[src/rtl/spi_mstr_pkg.sv]
package spi_mstr_pkg;

    localparam int unsigned WORD_W = 16;
    localparam int unsigned BYTE_W = 8;
    localparam int unsigned POS_W  = $clog2(WORD_W);
    localparam int unsigned EDGE_W = $clog2(2 * WORD_W + 1);

    typedef enum logic [1:0] {
        ST_IDLE,
        ST_LEAD,
        ST_SHIFT,
        ST_STOP
    } seq_e;

    typedef struct packed {
        logic cpol;
        logic cpha;
        logic wide;
        logic lsb_first;
    } mode_t;

    // Maps the n-th bit on the wire to its position in the data word.
    function automatic logic [POS_W-1:0] bit_pos(input logic wide,
                                                 input logic lsb_first,
                                                 input logic [POS_W-1:0] idx);
        logic [POS_W-1:0] top;
        top = wide ? POS_W'(WORD_W - 1) : POS_W'(BYTE_W - 1);
        return lsb_first ? idx : (top - idx);
    endfunction

    // Number of sck transitions in a frame of the selected width.
    function automatic logic [EDGE_W-1:0] edge_total(input logic wide);
        return wide ? EDGE_W'(2 * WORD_W) : EDGE_W'(2 * BYTE_W);
    endfunction

endpackage

[src/rtl/spi_mstr_divider.sv]
module spi_mstr_divider #(
    parameter int unsigned DIV_W = 8
) (
    input  logic             clk,
    input  logic             rst_n,
    input  logic             run,
    input  logic [DIV_W-1:0] div,
    output logic             tick
);

    logic [DIV_W-1:0] cnt_d, cnt_q;

    always_comb begin
        tick  = run && (cnt_q == div);
        cnt_d = (!run || tick) ? '0 : cnt_q + DIV_W'(1);
    end

    always_ff @(posedge clk or negedge rst_n) begin
        if (!rst_n) cnt_q <= '0;
        else        cnt_q <= cnt_d;
    end


    half_period_bound_chk: assert property (@(posedge clk) disable iff (!rst_n)
        run |-> (cnt_q <= div));


    idle_count_clear_chk: assert property (@(posedge clk) disable iff (!rst_n)
        !run |=> (cnt_q == '0));

endmodule

[src/rtl/spi_mstr_rxasm.sv]
module spi_mstr_rxasm
    import spi_mstr_pkg::*;
#(
    parameter int unsigned W = WORD_W
) (
    input  logic                 clk,
    input  logic                 rst_n,
    input  logic                 clear,
    input  logic                 strobe,
    input  logic [$clog2(W)-1:0] pos,
    input  logic                 din,
    output logic [W-1:0]         acc
);

    logic [W-1:0] acc_d, acc_q;

    always_comb begin
        for (int i = 0; i < W; i++) begin
            if (clear)                                   acc_d[i] = 1'b0;
            else if (strobe && (pos == $clog2(W)'(i)))   acc_d[i] = din;
            else                                         acc_d[i] = acc_q[i];
        end
    end

    always_ff @(posedge clk or negedge rst_n) begin
        if (!rst_n) acc_q <= '0;
        else        acc_q <= acc_d;
    end

    assign acc = acc_q;


    rx_clear_chk: assert property (@(posedge clk) disable iff (!rst_n)
        clear |=> (acc_q == '0));


    rx_single_bit_chk: assert property (@(posedge clk) disable iff (!rst_n)
        (strobe && !clear) |=> ($countones(acc_q ^ $past(acc_q)) <= 1));

endmodule

[src/rtl/spi_master_shifter.sv]
module spi_master_shifter
    import spi_mstr_pkg::*;
#(
    parameter int unsigned DIV_W = 8
) (
    input  logic              clk,
    input  logic              rst_n,
    input  logic              start,
    input  logic              cfg_cpol,
    input  logic              cfg_cpha,
    input  logic              cfg_wide,
    input  logic              cfg_lsb_first,
    input  logic [DIV_W-1:0]  cfg_div,
    input  logic [WORD_W-1:0] tx_word,
    output logic [WORD_W-1:0] rx_word,
    output logic              busy,
    output logic              done,
    output logic              sck,
    output logic              mosi,
    input  logic              miso,
    output logic              nss_n
);

    typedef struct packed {
        seq_e              state;
        mode_t             mode;
        logic [DIV_W-1:0]  div;
        logic [WORD_W-1:0] tx;
        logic [EDGE_W-1:0] edges;
        logic              sck;
        logic              mosi;
        logic              nss_n;
        logic              busy;
        logic              done;
        logic [WORD_W-1:0] rx;
    } regs_t;

    regs_t r_d, r_q;

    logic              tick;
    logic              run;
    logic [WORD_W-1:0] acc;
    logic              rx_clear;
    logic              rx_strobe;
    logic [POS_W-1:0]  rx_pos;

    logic [EDGE_W-1:0] edge_nx;
    logic [EDGE_W-1:0] edge_last;
    logic [EDGE_W-2:0] next_bit;
    logic [EDGE_W-2:0] frame_bits;
    logic              do_edge;
    logic              is_sample;

    assign run = (r_q.state == ST_LEAD) || (r_q.state == ST_SHIFT);

    spi_mstr_divider #(.DIV_W(DIV_W)) i_div (
        .clk   (clk),
        .rst_n (rst_n),
        .run   (run),
        .div   (r_q.div),
        .tick  (tick)
    );

    spi_mstr_rxasm #(.W(WORD_W)) i_rx (
        .clk    (clk),
        .rst_n  (rst_n),
        .clear  (rx_clear),
        .strobe (rx_strobe),
        .pos    (rx_pos),
        .din    (miso),
        .acc    (acc)
    );

    always_comb begin
        r_d        = r_q;
        r_d.done   = 1'b0;
        rx_clear   = 1'b0;
        rx_strobe  = 1'b0;
        rx_pos     = '0;

        edge_nx    = r_q.edges + EDGE_W'(1);
        edge_last  = edge_total(r_q.mode.wide);
        next_bit   = edge_nx[EDGE_W-1:1];
        frame_bits = r_q.mode.wide ? (EDGE_W-1)'(WORD_W) : (EDGE_W-1)'(BYTE_W);
        // Odd transitions are leading ones; phase 0 samples there.
        is_sample  = edge_nx[0] ^ r_q.mode.cpha;
        do_edge    = tick && ((r_q.state == ST_LEAD) ||
                              ((r_q.state == ST_SHIFT) && (r_q.edges != edge_last)));

        unique case (r_q.state)
            ST_IDLE: begin
                if (start) begin
                    r_d.state          = ST_LEAD;
                    r_d.mode.cpol      = cfg_cpol;
                    r_d.mode.cpha      = cfg_cpha;
                    r_d.mode.wide      = cfg_wide;
                    r_d.mode.lsb_first = cfg_lsb_first;
                    r_d.div            = cfg_div;
                    r_d.tx             = cfg_wide ? tx_word
                                                  : {{(WORD_W-BYTE_W){1'b0}}, tx_word[BYTE_W-1:0]};
                    r_d.edges          = '0;
                    r_d.sck            = cfg_cpol;
                    r_d.nss_n          = 1'b0;
                    r_d.busy           = 1'b1;
                    r_d.mosi           = tx_word[bit_pos(cfg_wide, cfg_lsb_first, '0)];
                    rx_clear           = 1'b1;
                end
            end
            ST_LEAD: begin
                if (tick) r_d.state = ST_SHIFT;
            end
            ST_SHIFT: begin
                if (tick && (r_q.edges == edge_last)) begin
                    r_d.nss_n = 1'b1;
                    r_d.state = ST_STOP;
                end
            end
            ST_STOP: begin
                r_d.state = ST_IDLE;
                r_d.done  = 1'b1;
                r_d.busy  = 1'b0;
                r_d.rx    = acc;
            end
            default: r_d.state = ST_IDLE;
        endcase

        if (do_edge) begin
            r_d.sck   = ~r_q.sck;
            r_d.edges = edge_nx;
            if (is_sample) begin
                rx_strobe = 1'b1;
                rx_pos    = bit_pos(r_q.mode.wide, r_q.mode.lsb_first,
                                    POS_W'(r_q.edges >> 1));
            end else if (next_bit < frame_bits) begin
                r_d.mosi = r_q.tx[bit_pos(r_q.mode.wide, r_q.mode.lsb_first,
                                          POS_W'(next_bit))];
            end
        end
    end

    always_ff @(posedge clk or negedge rst_n) begin
        if (!rst_n) begin
            r_q       <= '0;
            r_q.state <= ST_IDLE;
            r_q.nss_n <= 1'b1;
        end else begin
            r_q <= r_d;
        end
    end

    assign rx_word = r_q.rx;
    assign busy    = r_q.busy;
    assign done    = r_q.done;
    assign sck     = r_q.sck;
    assign mosi    = r_q.mosi;
    assign nss_n   = r_q.nss_n;


    sck_idle_level_chk: assert property (@(posedge clk) disable iff (!rst_n)
        nss_n |-> (sck == r_q.mode.cpol));


    sck_gated_chk: assert property (@(posedge clk) disable iff (!rst_n)
        !$stable(sck) |-> !nss_n);


    edge_bound_chk: assert property (@(posedge clk) disable iff (!rst_n)
        r_q.edges <= edge_total(r_q.mode.wide));


    done_single_chk: assert property (@(posedge clk) disable iff (!rst_n)
        done |=> !done);


    done_after_select_chk: assert property (@(posedge clk) disable iff (!rst_n)
        done |-> (nss_n && $past(nss_n) && !busy));


    start_ignored_chk: assert property (@(posedge clk) disable iff (!rst_n)
        (busy && start) |=> ($stable(r_q.tx) && $stable(r_q.mode) && $stable(r_q.div)));

endmodule

[config.mk]
export PLATFORM = sky130hd
export DESIGN_NAME = spi_master_shifter
export DESIGN_NICKNAME = d
export VERILOG_FILES = /design/src/rtl/spi_mstr_pkg.sv /design/src/rtl/spi_mstr_divider.sv /design/src/rtl/spi_mstr_rxasm.sv /design/src/rtl/spi_master_shifter.sv
export SDC_FILE = /design/constraint.sdc
export NUM_CORES = 1
export LEC_CHECK = 0
export BUFFER_PORTS_ARGS = -buffer_cell sky130_fd_sc_hd__buf_2
export CORE_MARGIN = 3
export CORE_UTILIZATION = 58
export CTS_CLUSTER_SIZE = 28
export DETAILED_ROUTE_END_ITERATION = 8
export GPL_ROUTABILITY_DRIVEN = 0
export PLACE_DENSITY = 0.87
export SLEW_MARGIN = 20
export SYNTH_ARGS = -nofsm -noshare
export SYNTH_HDL_FRONTEND = slang
export SYNTH_SLANG_ARGS = --single-unit
[constraint.sdc]
create_clock -name clk -period 3.05 [get_ports clk]
set_clock_uncertainty 0.2 [all_clocks]
set_input_delay 0.4575 -clock clk [delete_from_list [all_inputs] [get_ports clk]]
set_output_delay 0.4575 -clock clk [all_outputs]
set_load 0.05 [all_outputs]
==> results of run 1 <==
worst min path at each step:
| stage | to | slack, ps |
|---|---|---|
| floorplan | busy | -40 |
| global placement | sck | 260 |
| detailed placement | r_q[27] | 260 |
| CTS | r_q[43] | 80 |
| global route | r_q[32] | 90 |
| finish | r_q[28] | 50 |
cells in the final DEF, fill, tap and decap left out, types with 2 or more instances in the layout:
cell type / count
sky130_fd_sc_hd__a21oi_1: 10
sky130_fd_sc_hd__and3_1: 5
sky130_fd_sc_hd__buf_2: 51
sky130_fd_sc_hd__buf_4: 4
sky130_fd_sc_hd__clkbuf_8: 9
sky130_fd_sc_hd__clkinv_4: 2
sky130_fd_sc_hd__clkinvlp_4: 2
sky130_fd_sc_hd__dfrtp_1: 79
sky130_fd_sc_hd__ha_1: 9
sky130_fd_sc_hd__inv_1: 8
sky130_fd_sc_hd__inv_6: 2
sky130_fd_sc_hd__mux2_2: 18
sky130_fd_sc_hd__mux2i_1: 30
sky130_fd_sc_hd__nand2_1: 82
sky130_fd_sc_hd__nand2b_1: 4
sky130_fd_sc_hd__nand3_1: 18
sky130_fd_sc_hd__nor2_1: 34
sky130_fd_sc_hd__nor3_1: 8
sky130_fd_sc_hd__nor4_1: 17
sky130_fd_sc_hd__o21ai_0: 17
sky130_fd_sc_hd__xnor2_1: 4
sky130_fd_sc_hd__xnor2_4: 3
sky130_fd_sc_hd__xor2_1: 14
flip-flops by register name (all words and copies together), names as in the netlist:
register and flops:
r_q 35, mosi 1, i_rx.acc 16, busy 1, nss_n 1, sck 1, rx_word 16, done 1
i_div.cnt_q 8
metrics by stage:
step           instance area [sq um]  hold slack, ps  util, %  setup WS (ps)
2_1_floorplan                   4150           -38.1        -            505
3_3_place_gp                    4350             257     63.4            460
3_5_place_dp                    4350             262     63.4            291
4_1_cts                         4560            81.0     66.4            279
5_1_grt                         4560            86.2     66.4            198
6_report                        4560            51.8     66.4            259
layer usage:
| metal | wire length, microns | vias up | track usage [%] |
|---|---|---|---|
| li1 | - | 1453 | - |
| met3 | 479 | 9 | 5.08 |
| met2 | 3980 | 98 | 36.7 |
| met4 | 92 | 0 | 6.63 |
| met1 | 3570 | 1418 | 27.0 |
| met5 | 0 | - | 0 |
kinds of logic after synthesis:
logic type,Yosys count,share of synthesized area (%)
muxes,49,12.7
AOI/OAI and AO/OA,36,5.52
buffers and inverters,46,6.18
DFF,80,48.3
xor gates and xnor gates,21,5.79
adders and majority gates,9,2.71
and+or+nand+nor,175,18.9
critical path, delay by kind of cell, from the launching register on:
kind / cells / cell delay, ps
xor+xnor: 2 / 560
mux: 4 / 1130
fa+ha+maj: 1 / 330
flops: 1 / 450
cell type report:
cell class	count	share of cell area, %
clock buffer	9	2.72
clock inverter	7	1.76
inverter	9	0.741
multi-input combinational	290	41.5
sequential	80	43.9
tap	96	2.64
timing repair buffer	56	6.70
power groups by stage:
stage	sequential, W	clock, W	combinational [W]
5_1_grt	0.00166	0.000856	0.00201
2_1_floorplan	0.00163	0	0.00154
4_1_cts	0.00161	0.000813	0.00184
3_3_place_gp	0.00162	0	0.00176
3_5_place_dp	0.00163	0	0.00184
6_report	0.00161	0.000795	0.00184
==> results.md, run 1 <==
* run status: complete, no violations
* proportion of synthesized flip-flops having asynchronous set or reset: 100%
* area share of the largest cell type after synthesis: 47.6%
* Die W: 90.6 microns
* clock sink total: 80
* Pwr per Cell Area: 931 nW/um^2
* worst reg-to-reg path cell count: 7
* Row Count: 30
* Syn Std Cell Area: 4150 sq um
* later-pin clock latency in the skew report: 350 ps
* share of post-route cells with drive strength above 1: 22.2%
* total track usage: 21.5%
* highest attainable clock frequency: 358 MHz
* clock tree from TritonCTS: built
* Worst Setup SP: r_q[21]
* share of the yosys chip area belonging to registers: 48.3%
* number of enable-type register cells in the synthesized netlist: 0
* time the final worst path needs with I/O delays and setup: 2790 ps
* placed cell count: 531
* clk buf depth: 2
* synthesized net count: 457
* WP data arrival: 2830 ps
* post-detailed-route via-to-cell ratio: 5.44
* top-count cell post-synth: sky130_fd_sc_hd__nand2_1
* detailed placer's ending HPWL: 5700 microns
* setup repair after global routing missed its margin: false
* worst-case headroom to the max-slew limit: 34.8%
* library cell occupying the most area in the post-synthesis netlist: sky130_fd_sc_hd__dfrtp_1
* Switching Share: 43.5%
* cells along the critical path: ha_1 > xnor2_4 > xnor2_4 > mux2i_1 > mux2i_1 > mux4_2 > mux2_2
* clock-pin transition on the worst setup and hold timing paths: 80 ps
* number of max-capacitance violations reported: 0
* layout filler cell count: 543
* H-tree levels: 3
* Post-CTS Setup Inserts: 0
* number of hold buffers added after CTS: 0
* total internal power: 0.00240 W
* portion of total power attributed to combinational logic: 43.3%
* post-detailed-routing wire length: 8130 microns
* clock power share: 18.7%
* hold violation count in the final report: 0
* maximum fanout along the worst path: 8
* number of storage elements in the synthesis netlist: 80
* Static Leakage: 2.22 nW
* synth top area cells: sky130_fd_sc_hd__dfrtp_1 (48%), sky130_fd_sc_hd__nand2_1 (7.4%), sky130_fd_sc_hd__mux2i_1 (7.2%)
* worst min-delay path category: primary input to asynchronous set/reset pin
* number of clock buffers inserted by TritonCTS: 9
* reg2reg end: mosi
* top cell types by occurrence after synthesis: sky130_fd_sc_hd__nand2_1 (82), sky130_fd_sc_hd__dfrtp_1 (79), sky130_fd_sc_hd__nor2_1 (34)
* Worst Max-Slew Pin Slew: 978 ps
* worst setup path class: flip-flop to flip-flop
* number of placed I/O pins: 53
* starting DRC count in detailed routing: 254
* worst vdd rail ir drop: 0.000469 V
* Synth Instances: 416
* critical path endpoint: mosi
* Final nets: 487
* first-pass GRT wire length: 14,300 microns
* final clock period utilization by the worst path: 91.5%
* net switching power figure: 0.00184 W
* layout overhead on the synthesized area: 9.80%
* core area: 6870 sq um
* share of power burned in registers: 38.0%
* vias in the first global route: 3,097
* combined area of the multi-input logic cells: 1890 sq um
* overall power consumption: 0.00424 W
* cell type of the slowest stage on the worst timing path: sky130_fd_sc_hd__mux4_2
* routed length per instance: 14.9 microns
* effective utilization at floorplan: 60.4%
* accumulated negative setup slack: 0 ps
* reg2reg start: r_q[21]
* Via Count: 2,978
* final number of max-transition violations: 0
* Remaining DRCs: 0
* Layout Cells excl Fill: 547
* pin count of the biggest net entering global routing: 81
* initial antenna violation count: 0
* sequential cell area in the final layout: 2000 sq um
* drt first pass iters: 4
* critical path endpoint category: flip-flop
* worst stage delay on the critical path: 470 ps
* syn_area_per_cell: 9.98 sq um
* R2R Setup Slk: 260 ps
* Die Span Y: 90.6 microns
* Setup Viol. Count Final: 0
* flip-flop cell with the highest count after synthesis: sky130_fd_sc_hd__dfrtp_1
* antenna cells: 0
* Cell variety after synth: 40
* die area: 8210 sq um
* root buffer selected by CTS: sky130_fd_sc_hd__clkbuf_8
* Worst Setup Start Kind: flip-flop
* total global routing overflow: 0
* count of buffers from port buffering: 52
* CTS-repair resized insts: 0
* number of nets still failing antenna checks after routing: 0
* Yosys warning total: 0
* required time of the worst setup path: 3090 ps
Note: power is estimated with default switching activity, not from simulation.
==> run 2, diff against run 1 <==
Settings changed: CORE_UTILIZATION 58 to 60, CTS_BUF_LIST from default to sky130_fd_sc_hd__clkbuf_2 sky130_fd_sc_hd__clkbuf_4 sky130_fd_sc_hd__clkbuf_8, PLACE_DENSITY 0.87 to 0.89.
==> run 2 against run 1 <==
Cell count down 3.5%. Highest routed layer unchanged. Critical path depth unchanged. Sequential share of layout area up 0.67 points. Final area down 1.5%. Clock power down 14%. Critical path type unchanged. Register-to-register slack about the same.
==> results.md, run 2 (synthesis results as in run 1) <==
* run status: complete, no violations, unchanged
* sequential cell area in the final layout: 2000 sq um, unchanged
* Setup Viol. Count Final: 0, unchanged
* worst vdd rail ir drop: 0.000574 V, was 0.000469 V
* number of placed I/O pins: 53, unchanged
* overall power consumption: 0.00412 W, was 0.00424 W
* Largest register FFs: 35, unchanged
* R2R Setup Slk: 260 ps, about the same
* core area: 6530 sq um, was 6870 sq um
* worst min-delay path category: primary input to asynchronous set/reset pin, unchanged
* reg2reg end: mosi, unchanged
* M1 GR Usage: 29.3%, was 27.0%
* total global routing overflow: 0, unchanged
* Layout Cells excl Fill: 528, was 547
* Remaining DRCs: 0, unchanged
* clock tree from TritonCTS: built, unchanged
* combined area of the multi-input logic cells: 1890 sq um, unchanged
* number of hold buffers added after CTS: 0, unchanged
* Pwr per Cell Area: 918 nW/um^2, was 931 nW/um^2
* critical path endpoint category: flip-flop, unchanged
* commonest cells after routing, fill and taps aside: sky130_fd_sc_hd__nand2_1 (82), sky130_fd_sc_hd__dfrtp_1 (79), sky130_fd_sc_hd__buf_2 (51), unchanged
* die area: 7950 sq um, was 8210 sq um
* required time of the worst setup path: 3090 ps, about the same
* Worst Setup Start Kind: flip-flop, unchanged
* accumulated negative setup slack: 0 ps, unchanged
* clk buf depth: 2, unchanged
* number of max-capacitance violations reported: 0, unchanged
* busiest metal layer after global routing: met2, unchanged
* clock-pin transition on the worst setup and hold timing paths: 80 ps, about the same
* effective utilization at floorplan: 63.6%, was 60.4%
* leading cell type in the layout, fill and taps excluded: sky130_fd_sc_hd__nand2_1, unchanged
* CTS-repair resized insts: 0, unchanged
* maximum fanout along the worst path: 8, unchanged
* hold violation count in the final report: 0, unchanged
* Static Leakage: 2.21 nW, was 2.22 nW
* layout filler cell count: 484, was 543
* number of clock buffers inserted by TritonCTS: 9, unchanged
* root buffer selected by CTS: sky130_fd_sc_hd__clkbuf_8, unchanged
* GR Util met2: 36.3%, was 36.7%
* starting DRC count in detailed routing: 195, was 254
* Most flops, register: r_q, unchanged
* total track usage: 21.8%, was 21.5%
* final number of max-transition violations: 0, unchanged
* post-detailed-routing wire length: 8100 microns, was 8130 microns
* later-pin clock latency in the skew report: 350 ps, about the same
* worst setup path class: flip-flop to flip-flop, unchanged
* Worst Max-Slew Pin Slew: 960 ps, was 978 ps
* setup repair after global routing missed its margin: false, unchanged
* initial antenna violation count: 0, unchanged
* share of post-route cells with drive strength above 1: 22.2%, unchanged
* highest attainable clock frequency: 359 MHz, was 358 MHz
* Die Span Y: 89.2 microns, was 90.6 microns
* cell area reported after detailed placement: 4320 sq um, was 4350 sq um
* final clock period utilization by the worst path: 91.4%, was 91.5%
* Die W: 89.2 microns, was 90.6 microns
* GR Layer Usage met3: 5.81%, was 5.08%
* worst reg-to-reg path cell count: 7, unchanged
* detailed placer's ending HPWL: 5720 microns, was 5700 microns
* drt first pass iters: 5, was 4
* placed cell count: 512, was 531
* Final nets: 487, unchanged
* number of nets still failing antenna checks after routing: 0, unchanged
* Post-CTS Setup Inserts: 0, unchanged
* Via Count: 2,994, was 2,978
* clock sink total: 80, unchanged
* first-pass GRT wire length: 13,400 microns, was 14,300 microns
* worst-case headroom to the max-slew limit: 36.0%, was 34.8%
* count of buffers from port buffering: 52, unchanged
* Row Count: 29, was 30
* pin count of the biggest net entering global routing: 81, unchanged
* reg2reg start: r_q[21], unchanged
* design area: 4490 sq um, was 4560 sq um
* time the final worst path needs with I/O delays and setup: 2790 ps, about the same
* post-detailed-route via-to-cell ratio: 5.67, was 5.44
* WP data arrival: 2830 ps, about the same
* layout overhead on the synthesized area: 8.14%, was 9.80%
* vias in the first global route: 2,857, was 3,097
* routed length per instance: 15.3 microns, was 14.9 microns
* antenna cells: 0, unchanged
* H-tree levels: 3, unchanged
* Final Hold Slack: 36.2 ps, was 51.8 ps
run 2: cell count changes in the layout (fill, tap and decap cells not counted), sizes merged:
cell    before  now
inv         10    9
bufinv       1    0
clkinv       3    5
run 2: worst max-delay path by stage:
| stage | end | slack [ps] | startpoint | depth (start not counted) |
|---|---|---|---|---|
| 2_1_floorplan | mosi | 510 | r_q[23] | 8 |
| 3_5_place_dp | mosi | 280 | r_q[21] | 7 |
| 5_1_grt | mosi | 170 | r_q[21] | 7 |
| 4_1_cts | mosi | 270 | r_q[21] | 7 |
| 6_report | mosi | 260 | r_q[21] | 7 |
| 3_3_place_gp | mosi | 460 | r_q[21] | 7 |
run 2: layer usage:
metal	vias up	wire [microns]
met5	-	0
met4	0	77
met3	13	408
met2	89	4060
met1	1433	3550
li1	1459	-
run 2: per-stage QoR:
step / util [%] / setup WS, ps
6_report: 68.7 / 263
3_3_place_gp: 66.1 / 461
4_1_cts: 68.7 / 273
2_1_floorplan: - / 505
5_1_grt: 68.7 / 173
3_5_place_dp: 66.1 / 281
run 2: area by class of cell:
type                    instances  area share, %
flip-flops and latches         80           44.6
well taps                      77           2.15
clock buffers                   9           2.76
multi-input cells             290           42.1
repair buffers                 56           6.52
clock inverters                 7           1.06
inverters                       9          0.753
run 2: power by group:
group	switching [W]	internal (W)	total, W
Sequential	0.000249	0.00137	0.00162
Clock	0.000386	0.000295	0.000681
Combinational	0.00119	0.000628	0.00182
run 2: critical path, cell delays in order (launching register included):
cell and delay (ps):
sky130_fd_sc_hd__dfrtp_1 440, sky130_fd_sc_hd__ha_1 320, sky130_fd_sc_hd__xnor2_4 200, sky130_fd_sc_hd__xnor2_4 360, sky130_fd_sc_hd__mux2i_1 280, sky130_fd_sc_hd__mux2i_1 110, sky130_fd_sc_hd__mux4_2 480, sky130_fd_sc_hd__mux2_2 280
==> run 3, diff against run 2 <==
Settings changed: BUFFER_PORTS_ARGS -buffer_cell sky130_fd_sc_hd__buf_2 to -buffer_cell sky130_fd_sc_hd__clkbuf_2.
==> run 3 against run 2 <==
Sequential cell count is the same. Critical path depth is the same. Cell count is the same. Clock power grew 17%. Critical endpoint unchanged. Routed wire length grew 0.16%. Largest cell class unchanged. Die area is the same. Non-clock buffer count is the same. Via count shrank 0.20%. Clock-buffer cell count is the same.
==> results.md, run 3 (synthesis results as in run 1) <==
* final number of max-transition violations: 0, unchanged
* Switching Share: 43.8%, was 44.3%
* accumulated negative setup slack: 0 ps, unchanged
* starting DRC count in detailed routing: 148, was 195
* pin count of the biggest net entering global routing: 81, unchanged
* required time of the worst setup path: 3100 ps, was 3090 ps
* time the final worst path needs with I/O delays and setup: 2760 ps, was 2790 ps
* drt first pass iters: 4, was 5
* maximum fanout along the worst path: 8, unchanged
* clock sink total: 80, unchanged
* Remaining DRCs: 0, unchanged
* number of hold buffers added after CTS: 0, unchanged
* number of clock buffers inserted by TritonCTS: 9, unchanged
* share of post-route cells with drive strength above 1: 22.2%, unchanged
* Layout Cells excl Fill: 528, unchanged
* final clock period utilization by the worst path: 90.5%, was 91.4%
* setup repair after global routing missed its margin: false, unchanged
* root buffer selected by CTS: sky130_fd_sc_hd__clkbuf_8, unchanged
* worst vdd rail ir drop: 0.000628 V, was 0.000574 V
* antenna cells: 0, unchanged
* layout overhead on the synthesized area: 8.86%, was 8.14%
* Worst Max-Slew Pin Slew: 971 ps, was 960 ps
* share of power burned in registers: 38.4%, was 39.4%
* number of placed I/O pins: 53, unchanged
* post-detailed-route via-to-cell ratio: 5.66, was 5.67
* portion of total power attributed to combinational logic: 42.9%, was 44.1%
* hold violation count in the final report: 0, unchanged
* worst setup path class: flip-flop to flip-flop, unchanged
* Largest register FFs: 35, unchanged
* number of nets still failing antenna checks after routing: 0, unchanged
* effective utilization at floorplan: 63.6%, unchanged
* later-pin clock latency in the skew report: 360 ps, was 350 ps
* Row Count: 29, unchanged
* vias in the first global route: 2,926, was 2,857
* die area: 7950 sq um, unchanged
* total internal power: 0.00239 W, was 0.00230 W
* clock tree from TritonCTS: built, unchanged
* Final Hold Slack: 36.2 ps, about the same
* H-tree levels: 3, unchanged
* Final nets: 487, unchanged
* Static Leakage: 2.23 nW, was 2.21 nW
* worst min-delay path category: primary input to asynchronous set/reset pin, unchanged
* clock power share: 18.8%, was 16.5%
* Pwr per Cell Area: 939 nW/um^2, was 918 nW/um^2
* leading cell type in the layout, fill and taps excluded: sky130_fd_sc_hd__nand2_1, unchanged
* WP data arrival: 2810 ps, was 2830 ps
* total track usage: 22.2%, was 21.8%
* post-detailed-routing wire length: 8110 microns, was 8100 microns
* Setup Viol. Count Final: 0, unchanged
* run status: complete, no violations, unchanged
* core area: 6530 sq um, unchanged
* Most flops, register: r_q, unchanged
* number of max-capacitance violations reported: 0, unchanged
* critical path endpoint category: flip-flop, unchanged
* routed length per instance: 15.4 microns, was 15.3 microns
* first-pass GRT wire length: 13,400 microns, unchanged
* Post-CTS Setup Inserts: 0, unchanged
* net switching power figure: 0.00186 W, was 0.00182 W
* total global routing overflow: 0, unchanged
* Die Span Y: 89.2 microns, unchanged
* commonest cells after routing, fill and taps aside: sky130_fd_sc_hd__nand2_1 (82), sky130_fd_sc_hd__dfrtp_1 (79), sky130_fd_sc_hd__clkbuf_2 (51), was sky130_fd_sc_hd__nand2_1 (82), sky130_fd_sc_hd__dfrtp_1 (79), sky130_fd_sc_hd__buf_2 (51)
* highest attainable clock frequency: 362 MHz, was 359 MHz
* worst-case headroom to the max-slew limit: 35.3%, was 36.0%
* clk buf depth: 2, unchanged
* placed cell count: 512, unchanged
* count of buffers from port buffering: 52, unchanged
* detailed placer's ending HPWL: 5600 microns, was 5720 microns
* CTS-repair resized insts: 0, unchanged
* Worst Setup Start Kind: flip-flop, unchanged
* initial antenna violation count: 0, unchanged
* Die W: 89.2 microns, unchanged
* clock-pin transition on the worst setup and hold timing paths: 90 ps, was 80 ps
* Via Count: 2,988, was 2,994
run 3: changes by cell type in the layout (fill, tap and decap cells not counted), sizes merged:
cell / before / now
clkinvlp: 2 / 1
inv: 9 / 12
bufinv: 0 / 1
buf: 56 / 5
clkinv: 5 / 2
clkbuf: 9 / 60
run 3: per-stage QoR:
step | setup slack (ps) | util (%) | total power (W) | instance area (sq um)
final | 290 | 69.2 | 0.00424 | 4520
after global routing | 169 | 69.2 | 0.00452 | 4520
after global placement | 460 | 66.1 | 0.00337 | 4320
after CTS | 282 | 69.2 | 0.00427 | 4520
after floorplan | 505 | - | 0.00316 | 4150
after detailed placement | 372 | 66.1 | 0.00345 | 4320
run 3: area by class of cell:
class | instances | area, sq um
clock buffers | 9 | 124
clock inverters | 7 | 77.6
fillers | 491 | 2010
inverters | 9 | 33.8
multi-input cells | 290 | 1890
flip-flops and latches | 80 | 2000
well taps | 77 | 96.3
repair buffers | 56 | 293
run 3: final timing paths:
check / to / slack [ps] / cells past startpoint / start
max: mosi / 290 / 7 / r_q[21]
max reg2reg: mosi / 290 / 7 / r_q[21]
min: r_q[40] / 40 / 1 / rst_n
min reg2reg: sck / 280 / 1 / sck
min in group clk: r_q[29] / 80 / 3 / tx_word[2]
max in group asynchronous: r_q[45] / 1970 / 1 / rst_n
run 3: routing by layer:
layer,wire length [microns],track usage [%]
met5,0,0
met2,3940,37.0
met1,3630,28.3
met3,432,6.82
met4,112,5.68
run 3: worst max-delay path, cell delays in order (launching register included):
cell                      delay [ps]
sky130_fd_sc_hd__dfrtp_1         440
sky130_fd_sc_hd__ha_1            320
sky130_fd_sc_hd__xnor2_4         200
sky130_fd_sc_hd__xnor2_4         350
sky130_fd_sc_hd__mux2i_1         280
sky130_fd_sc_hd__mux2i_1         130
sky130_fd_sc_hd__mux4_2          470
sky130_fd_sc_hd__mux2_2          270
run 3: power by group through the flow:
stage               clock network, W  logic (W)  registers [W]
floorplan                          0    0.00154        0.00163
global placement                   0    0.00175        0.00163
detailed placement                 0    0.00182        0.00164
CTS                         0.000814    0.00183        0.00162
global route                0.000864    0.00198        0.00167
finish                      0.000796    0.00182        0.00163
